<file path="src/rtl/rtc_pkg.sv">
package rtc_pkg;
  localparam int AddrW = 7;
  localparam int DataW = 8;

  localparam logic [AddrW-1:0] IdxRate   = 7'h0A;
  localparam logic [AddrW-1:0] IdxMode   = 7'h0B;
  localparam logic [AddrW-1:0] IdxFlags  = 7'h0C;
  localparam logic [AddrW-1:0] IdxValid  = 7'h0D;
  localparam logic [AddrW-1:0] IdxCentLo = 7'h32;
  localparam logic [AddrW-1:0] IdxCentHi = 7'h37;

  localparam logic [DataW-1:0] RateDefault  = 8'h26;
  localparam logic [DataW-1:0] ModeDefault  = 8'h02;
  localparam logic [DataW-1:0] ValidDefault = 8'h80;
  localparam logic [DataW-1:0] ModeRstKeep  = 8'h8F;
  localparam logic [DataW-1:0] IndexReadVal = 8'hFF;

  localparam int ModeSquareBit = 3;
  localparam int ModeUieBit    = 4;
  localparam int ModeSetBit    = 7;
  localparam int FlagIrqBit    = 7;
  localparam int FlagPerBit    = 6;
  localparam int FlagAlmBit    = 5;
  localparam int FlagUpdBit    = 4;
  localparam int RateUipBit    = 7;

  typedef struct packed {
    logic             dataWr;
    logic             dataRd;
    logic [AddrW-1:0] addr;
    logic [DataW-1:0] data;
  } busStrobe_t;
endpackage

</file>
<file path="src/rtl/rtc_ctrl.sv">
module rtc_ctrl
  import rtc_pkg::*;
(
  input  logic             clk,
  input  logic             porN,
  input  logic             rstN,
  input  logic             portSel,
  input  logic             wrEn,
  input  logic             rdEn,
  input  logic [DataW-1:0] wrData,
  output busStrobe_t       strobe
);
  logic [AddrW-1:0] idxQ;
  logic             idxLoad;

  assign idxLoad = wrEn && !portSel;

  always_ff @(posedge clk) begin
    if (!porN || !rstN) idxQ <= '0;
    else if (idxLoad)   idxQ <= wrData[AddrW-1:0];
  end

  always_comb begin
    strobe.dataWr = wrEn && portSel;
    strobe.dataRd = rdEn && portSel;
    strobe.addr   = idxQ;
    strobe.data   = wrData;
  end

  // the latch takes only the low address bits of the written byte
  a_r1_index_load: assert property (@(posedge clk) disable iff (!porN || !rstN)
    idxLoad |=> (strobe.addr == $past(wrData[AddrW-1:0])));

  // a bus reset leaves the index at register zero
  a_r8_index_clear: assert property (@(posedge clk) disable iff (!porN)
    !rstN |=> (strobe.addr == '0));
endmodule

</file>
<file path="src/rtl/rtc_datapath.sv">
module rtc_datapath
  import rtc_pkg::*;
#(
  parameter int Depth = 1 << AddrW
) (
  input  logic             clk,
  input  logic             porN,
  input  logic             rstN,
  input  busStrobe_t       strobe,
  input  logic             uipIn,
  input  logic             setPeriodic,
  input  logic             setAlarm,
  input  logic             setUpdate,
  output logic [DataW-1:0] rdByte,
  output logic [DataW-1:0] ctlA,
  output logic [DataW-1:0] ctlB,
  output logic             irq
);
  logic [DataW-1:0] mem [Depth];
  logic [DataW-1:0] modeNext;
  logic [DataW-1:0] flagsNext;
  logic [DataW-1:0] setBits;
  logic             setAny;
  logic             flagRead;

  assign setAny   = setPeriodic || setAlarm || setUpdate;
  assign flagRead = strobe.dataRd && (strobe.addr == IdxFlags);

  always_comb begin
    setBits             = '0;
    setBits[FlagIrqBit] = setAny;
    setBits[FlagPerBit] = setPeriodic;
    setBits[FlagAlmBit] = setAlarm;
    setBits[FlagUpdBit] = setUpdate;
    flagsNext = (flagRead ? '0 : mem[IdxFlags]) | setBits;
  end

  always_comb begin
    modeNext                = strobe.data;
    modeNext[ModeSquareBit] = 1'b0;
    if (strobe.data[ModeSetBit]) modeNext[ModeUieBit] = 1'b0;
  end

  always_ff @(posedge clk) begin
    if (!porN) begin
      for (int i = 0; i < Depth; i++) mem[i] <= '0;
      mem[IdxRate]  <= RateDefault;
      mem[IdxMode]  <= ModeDefault;
      mem[IdxValid] <= ValidDefault;
    end else if (!rstN) begin
      mem[IdxMode]  <= mem[IdxMode] & ModeRstKeep;
      mem[IdxFlags] <= '0;
      mem[IdxRate][RateUipBit] <= uipIn;
    end else begin
      if (strobe.dataWr) begin
        case (strobe.addr)
          IdxRate:  mem[IdxRate][RateUipBit-1:0] <= strobe.data[RateUipBit-1:0];
          IdxMode:  mem[IdxMode] <= modeNext;
          IdxFlags, IdxValid: ;
          IdxCentHi: begin
            mem[IdxCentHi] <= strobe.data;
            mem[IdxCentLo] <= strobe.data;
          end
          default:  mem[strobe.addr] <= strobe.data;
        endcase
      end
      mem[IdxFlags] <= flagsNext;
      mem[IdxRate][RateUipBit] <= uipIn;
    end
  end

  assign rdByte = mem[strobe.addr];
  assign ctlA   = mem[IdxRate];
  assign ctlB   = mem[IdxMode];
  assign irq    = mem[IdxFlags][FlagIrqBit];

  // a clearing read with no new event empties the flag byte
  a_r4_read_clears: assert property (@(posedge clk) disable iff (!porN || !rstN)
    (flagRead && !setAny) |=> (mem[IdxFlags] == '0) && !irq);

  // a set pulse survives a simultaneous clearing read
  a_r12_set_wins: assert property (@(posedge clk) disable iff (!porN || !rstN)
    setAny |=> irq);

  // the interrupt only rises after an event pulse
  a_r13_irq_source: assert property (@(posedge clk) disable iff (!porN || !rstN)
    $rose(irq) |-> $past(setAny));

  // writes to the flag byte do not disturb it
  a_r5_flags_ro: assert property (@(posedge clk) disable iff (!porN || !rstN)
    (strobe.dataWr && strobe.addr == IdxFlags && !setAny && !strobe.dataRd)
      |=> (mem[IdxFlags] == $past(mem[IdxFlags])));

  // the busy bit tracks the engine level, not the bus
  a_r6_uip_follow: assert property (@(posedge clk) disable iff (!porN)
    1'b1 |=> (ctlA[RateUipBit] == $past(uipIn)));

  // square-wave bit never set, and SET excludes update-ended enable
  a_r7_mode_mask: assert property (@(posedge clk) disable iff (!porN || !rstN)
    !ctlB[ModeSquareBit] && !(ctlB[ModeSetBit] && ctlB[ModeUieBit]));
endmodule

</file>
<file path="src/rtl/rtc_regbank.sv">
module rtc_regbank
  import rtc_pkg::*;
(
  input  logic             clk,
  input  logic             porN,
  input  logic             rstN,
  input  logic             portSel,
  input  logic             wrEn,
  input  logic             rdEn,
  input  logic [DataW-1:0] wrData,
  output logic [DataW-1:0] rdData,
  input  logic             uipIn,
  input  logic             setPeriodic,
  input  logic             setAlarm,
  input  logic             setUpdate,
  output logic [DataW-1:0] ctlA,
  output logic [DataW-1:0] ctlB,
  output logic             irq
);
  busStrobe_t       strobe;
  logic [DataW-1:0] rdByte;

  rtc_ctrl u_ctrl (
    .clk     (clk),
    .porN    (porN),
    .rstN    (rstN),
    .portSel (portSel),
    .wrEn    (wrEn),
    .rdEn    (rdEn),
    .wrData  (wrData),
    .strobe  (strobe)
  );

  rtc_datapath u_dp (
    .clk         (clk),
    .porN        (porN),
    .rstN        (rstN),
    .strobe      (strobe),
    .uipIn       (uipIn),
    .setPeriodic (setPeriodic),
    .setAlarm    (setAlarm),
    .setUpdate   (setUpdate),
    .rdByte      (rdByte),
    .ctlA        (ctlA),
    .ctlB        (ctlB),
    .irq         (irq)
  );

  assign rdData = portSel ? rdByte : IndexReadVal;
endmodule

</file>
<file path="config.mk">
export PLATFORM = sky130hd
export DESIGN_NAME = rtc_regbank
export DESIGN_NICKNAME = d
export VERILOG_FILES = /design/src/rtl/rtc_pkg.sv /design/src/rtl/rtc_ctrl.sv /design/src/rtl/rtc_datapath.sv /design/src/rtl/rtc_regbank.sv
export SDC_FILE = /design/constraint.sdc
export NUM_CORES = 2
export LEC_CHECK = 0
export ABC_CLOCK_PERIOD_IN_PS = 3800
export BUFFER_PORTS_ARGS = -buffer_cell sky130_fd_sc_hd__clkbuf_2
export CAP_MARGIN = 0
export CORE_ASPECT_RATIO = 0.9
export CORE_UTILIZATION = 55
export DETAILED_ROUTE_END_ITERATION = 10
export GPL_TIMING_DRIVEN = 0
export PLACE_DENSITY = 0.8
export RECOVER_POWER = 25
export SYNTH_ARGS = -nofsm -noshare
export SYNTH_HDL_FRONTEND = slang
export SYNTH_SLANG_ARGS = --single-unit
</file>
<file path="constraint.sdc">
create_clock -name clk -period 3.8 [get_ports clk]
set_input_delay 0.19 -clock clk [delete_from_list [all_inputs] [get_ports clk]]
set_output_delay 0.19 -clock clk [all_outputs]
set_load 0.03 [all_outputs]
</file>
==> metrics.txt <==
R2R Path End=u_dp.mem[83][7]$_SDFFCE_PN0P_; first-pass GRT wire length=251000 um; achievable frequency=roughly 250 MHz; hold path depth=2; Slew @ Worst Pin=1.76 ns; core area=86000 sq um; wire per inst=~41 um; dpl hpwl=128000 um; FF+latch count, synth=1038; layout net count=3380; Synth Warn #=0; reg-to-reg startpoint=u_ctrl.idxQ[6]$_SDFFE_PN0P_; PD cells=467 nW/um^2; Critical Path Start Type=flip-flop; final setup margin=-0.231 ns; clk sinks=a little over 1000; Hold WC Path Type=in2reg; pin count of the biggest net entering global routing=15; leakage=19.2 nW; worst skew pair latency=0.73 ns; Starting Density=55.5%; switch share=23.8%; RD Place Congestion=1.10; Final Power=approximately 0.025 W; Die Ht=approximately 280 um; synthesized area=47800 sq um; number of H-tree levels=3; clock root buffer=clkbuf_16; Total GRT Usage=42.5%; Crit path top cell by count=clkbuf_1; Final TNS setup=-26.05 ns; Non-Filler Instances=4604; die area=slightly below 90000 sq um; most frequent cells in the layout=edfxtp_1, and2_1, and3_1; via/cell ratio=between 7 and 8; Top FF cell, synth=edfxtp_1; Max FO, Critical Path=10; Slowest-stage cell, CP=clkbuf_1; clock-pin transition on the worst setup and hold timing paths=0.07 ns; clock skew=0.0183 ns; Worst Hold Endpoint=u_dp.mem[12][4]$_DFFE_PP_; GRT overflow=0; initial antenna violation count=15; I/O pins=43; Final setup viols=roughly 260; Clk network pwr share=41.7%; failing checks=capacitance limit, slew limit, setup timing; logic gate share of total power=6.3%; unrepaired setup endpoints after global routing=true; FFs w/ async S/R, synth=0%; Inst Count DP=4391; Hold Slack=0.113 ns; layout cells sized above 1=~18%; status=finished, violations left; DRT Wirelength=187000 um; Via Count=between 30000 and 40000; final period utilization=106%; CTS Buffer Depth=3; Netlist cell types=45; sequential area share after synthesis=65.0%; Post-synth EDFFs=1024; cell row count=between 100 and 150; Crit Path Category=reg2reg; worst ir drop on vdd=approximately 0.45 mV; # DRC=0; vias in the first global route=31600; Int Power=roughly 0.019 W; CP Capture Type=flip-flop; worst r2r path cells=7; most common cell after layout, fill and taps aside=edfxtp_1; Synth Area per Inst=15.0 sq um; Routed Antenna Nets=0; CTS tree=done; cts bufs inserted=roughly 110; CP cell instances=clkbuf_1, nor4b_4, nor3_1, nand3_1, clkbuf_1, nor2_1, and2_1; Max Cap Viol=17; worst stage delay on the critical path=1.30 ns; 1st-iter DRT viols=6832; arrival time of the worst setup path=around 4.5 ns; top post-synthesis cells by area=edfxtp_1, mux4_2, and2_1, and3_1, mux2i_1; Area growth syn-to-layout=12.9%; r2r setup slk=-0.23 ns; Flop pwr share=52.0%; stages on the worst setup path=7; Fin. Hold Viols=0; CP bufs+invs=2; Synth Instances=3176; Yosys top cell by area=edfxtp_1; max-slew violation count=141; Die Wd=313 um; PortBufs=41; CP Data Required Time=4.26 ns; Rel. slew slack=-17.6%; post-synth top area share=64.4%; hold path startpoint=rstN; Tmin final=4.03 ns; DRT Pass-1 Iters=7; Crit path max-delay family=simple AND/OR/NAND/NOR gates; Net Switching=0.00598 W
[what timing repair did]
| item | 4_1_cts | 5_1_grt |
|---|---|---|
| pin swaps | 10 | 9 |
| gates resized for setup | 205 | 91 |
| hold endpoints to repair | 5 | 0 |
| hold buffers | 4 | 0 |
| setup endpoints to repair | 296 | 136 |
| setup buffers | 0 | 0 |
| cloned | 0 | 0 |
[cell usage after synthesis (2+ instances only)]
cell      number
conb_1         2
nor3_1         8
buf_6         12
mux2i_1      103
nand3_1       14
or2_2          2
clkbuf_1     257
o21ai_0      141
buf_1          8
o21ai_1       12
or3_1          2
nand2_1       38
nand2b_1       8
and3_1       303
mux4_2       256
buf_4         13
nor2_1       209
nor2b_1        7
nand3b_1       2
edfxtp_1    1024
a221oi_1      81
dfxtp_1       14
clkbuf_2       2
inv_1          5
buf_2         34
nor2_4         4
and2_1       595
a32o_1         3
[worst max path at each step]
stage | to | startpoint | slack [ns]
final | u_dp.mem[83][7]$_SDFFCE_PN0P_ | u_ctrl.idxQ[6]$_SDFFE_PN0P_ | -0.23
after global routing | rdData[1] | flip-flop | -0.07
after CTS | rdData[3] | flip-flop | -0.16
after detailed placement | rdData[4] | flip-flop | -0.81
after global placement | rdData[4] | flip-flop | -0.75
after floorplan | u_dp.mem[15][0]$_SDFFCE_PN0P_ | u_ctrl.idxQ[3]$_SDFFE_PN0P_ | 1.28
[area by class of cell]
type | count | area, sq um
antenna | 12 | 30.0
buffer | 326 | 1710
clock buffer | 126 | 2750
clock inverter | 67 | 622
fill | 6250 | 32100
inverter | 5 | 18.8
multi-input combinational | 1823 | 16000
sequential | 1038 | 31000
tap | 1144 | 1430
timing repair buffer | 63 | 347
[routing by layer]
metal	GRT usage [%]	vias up	wire length, um
met1	55.4	16600	62200
met4	25.3	18	14200
li1	-	12400	-
met5	0	-	336
met2	58.9	3765	76700
met3	18.7	816	33600
[stage by stage]
step	setup slack (ns)	utilization, %	cell area [sq um]
floorplan	1.28	-	47800
global placement	-0.745	57.5	49500
detailed placement	-0.807	57.6	49600
CTS	-0.162	62.4	53700
global route	-0.0689	62.7	53900
finish	-0.231	62.7	53900
[cell families (layout without fill, tap and decap cells)]
group / after synthesis / after routing / share of synthesized area [%]
multiplexers: 359 / 359 / 14.2
AO/OA/AOI/OAI: 243 / 243 / 3.25
other: 2 / 30 / 0.0157
XOR/XNOR: 1 / 1 / 0.0183
buffers and inverters: 331 / 587 / 2.99
AND/OR/NAND/NOR: 1202 / 1202 / 14.5
flip-flops: 1038 / 1038 / 65.0
[state kept, by name (all words and copies together), names as in the netlist, named ones only]
register and count:
u_dp.mem 1024, u_ctrl.idxQ 7
[power groups by stage]
stage / Clock (W) / Sequential (W) / Combinational [W]
6_report: 0.0105 / 0.0131 / 0.00159
5_1_grt: 0.0107 / 0.0131 / 0.00156
4_1_cts: 0.0103 / 0.0131 / 0.00146
3_5_place_dp: 0 / 0.0133 / 0.00140
3_3_place_gp: 0 / 0.0133 / 0.00137
2_1_floorplan: 0 / 0.0133 / 0.000715
Note: power is estimated with default switching activity, not from simulation.
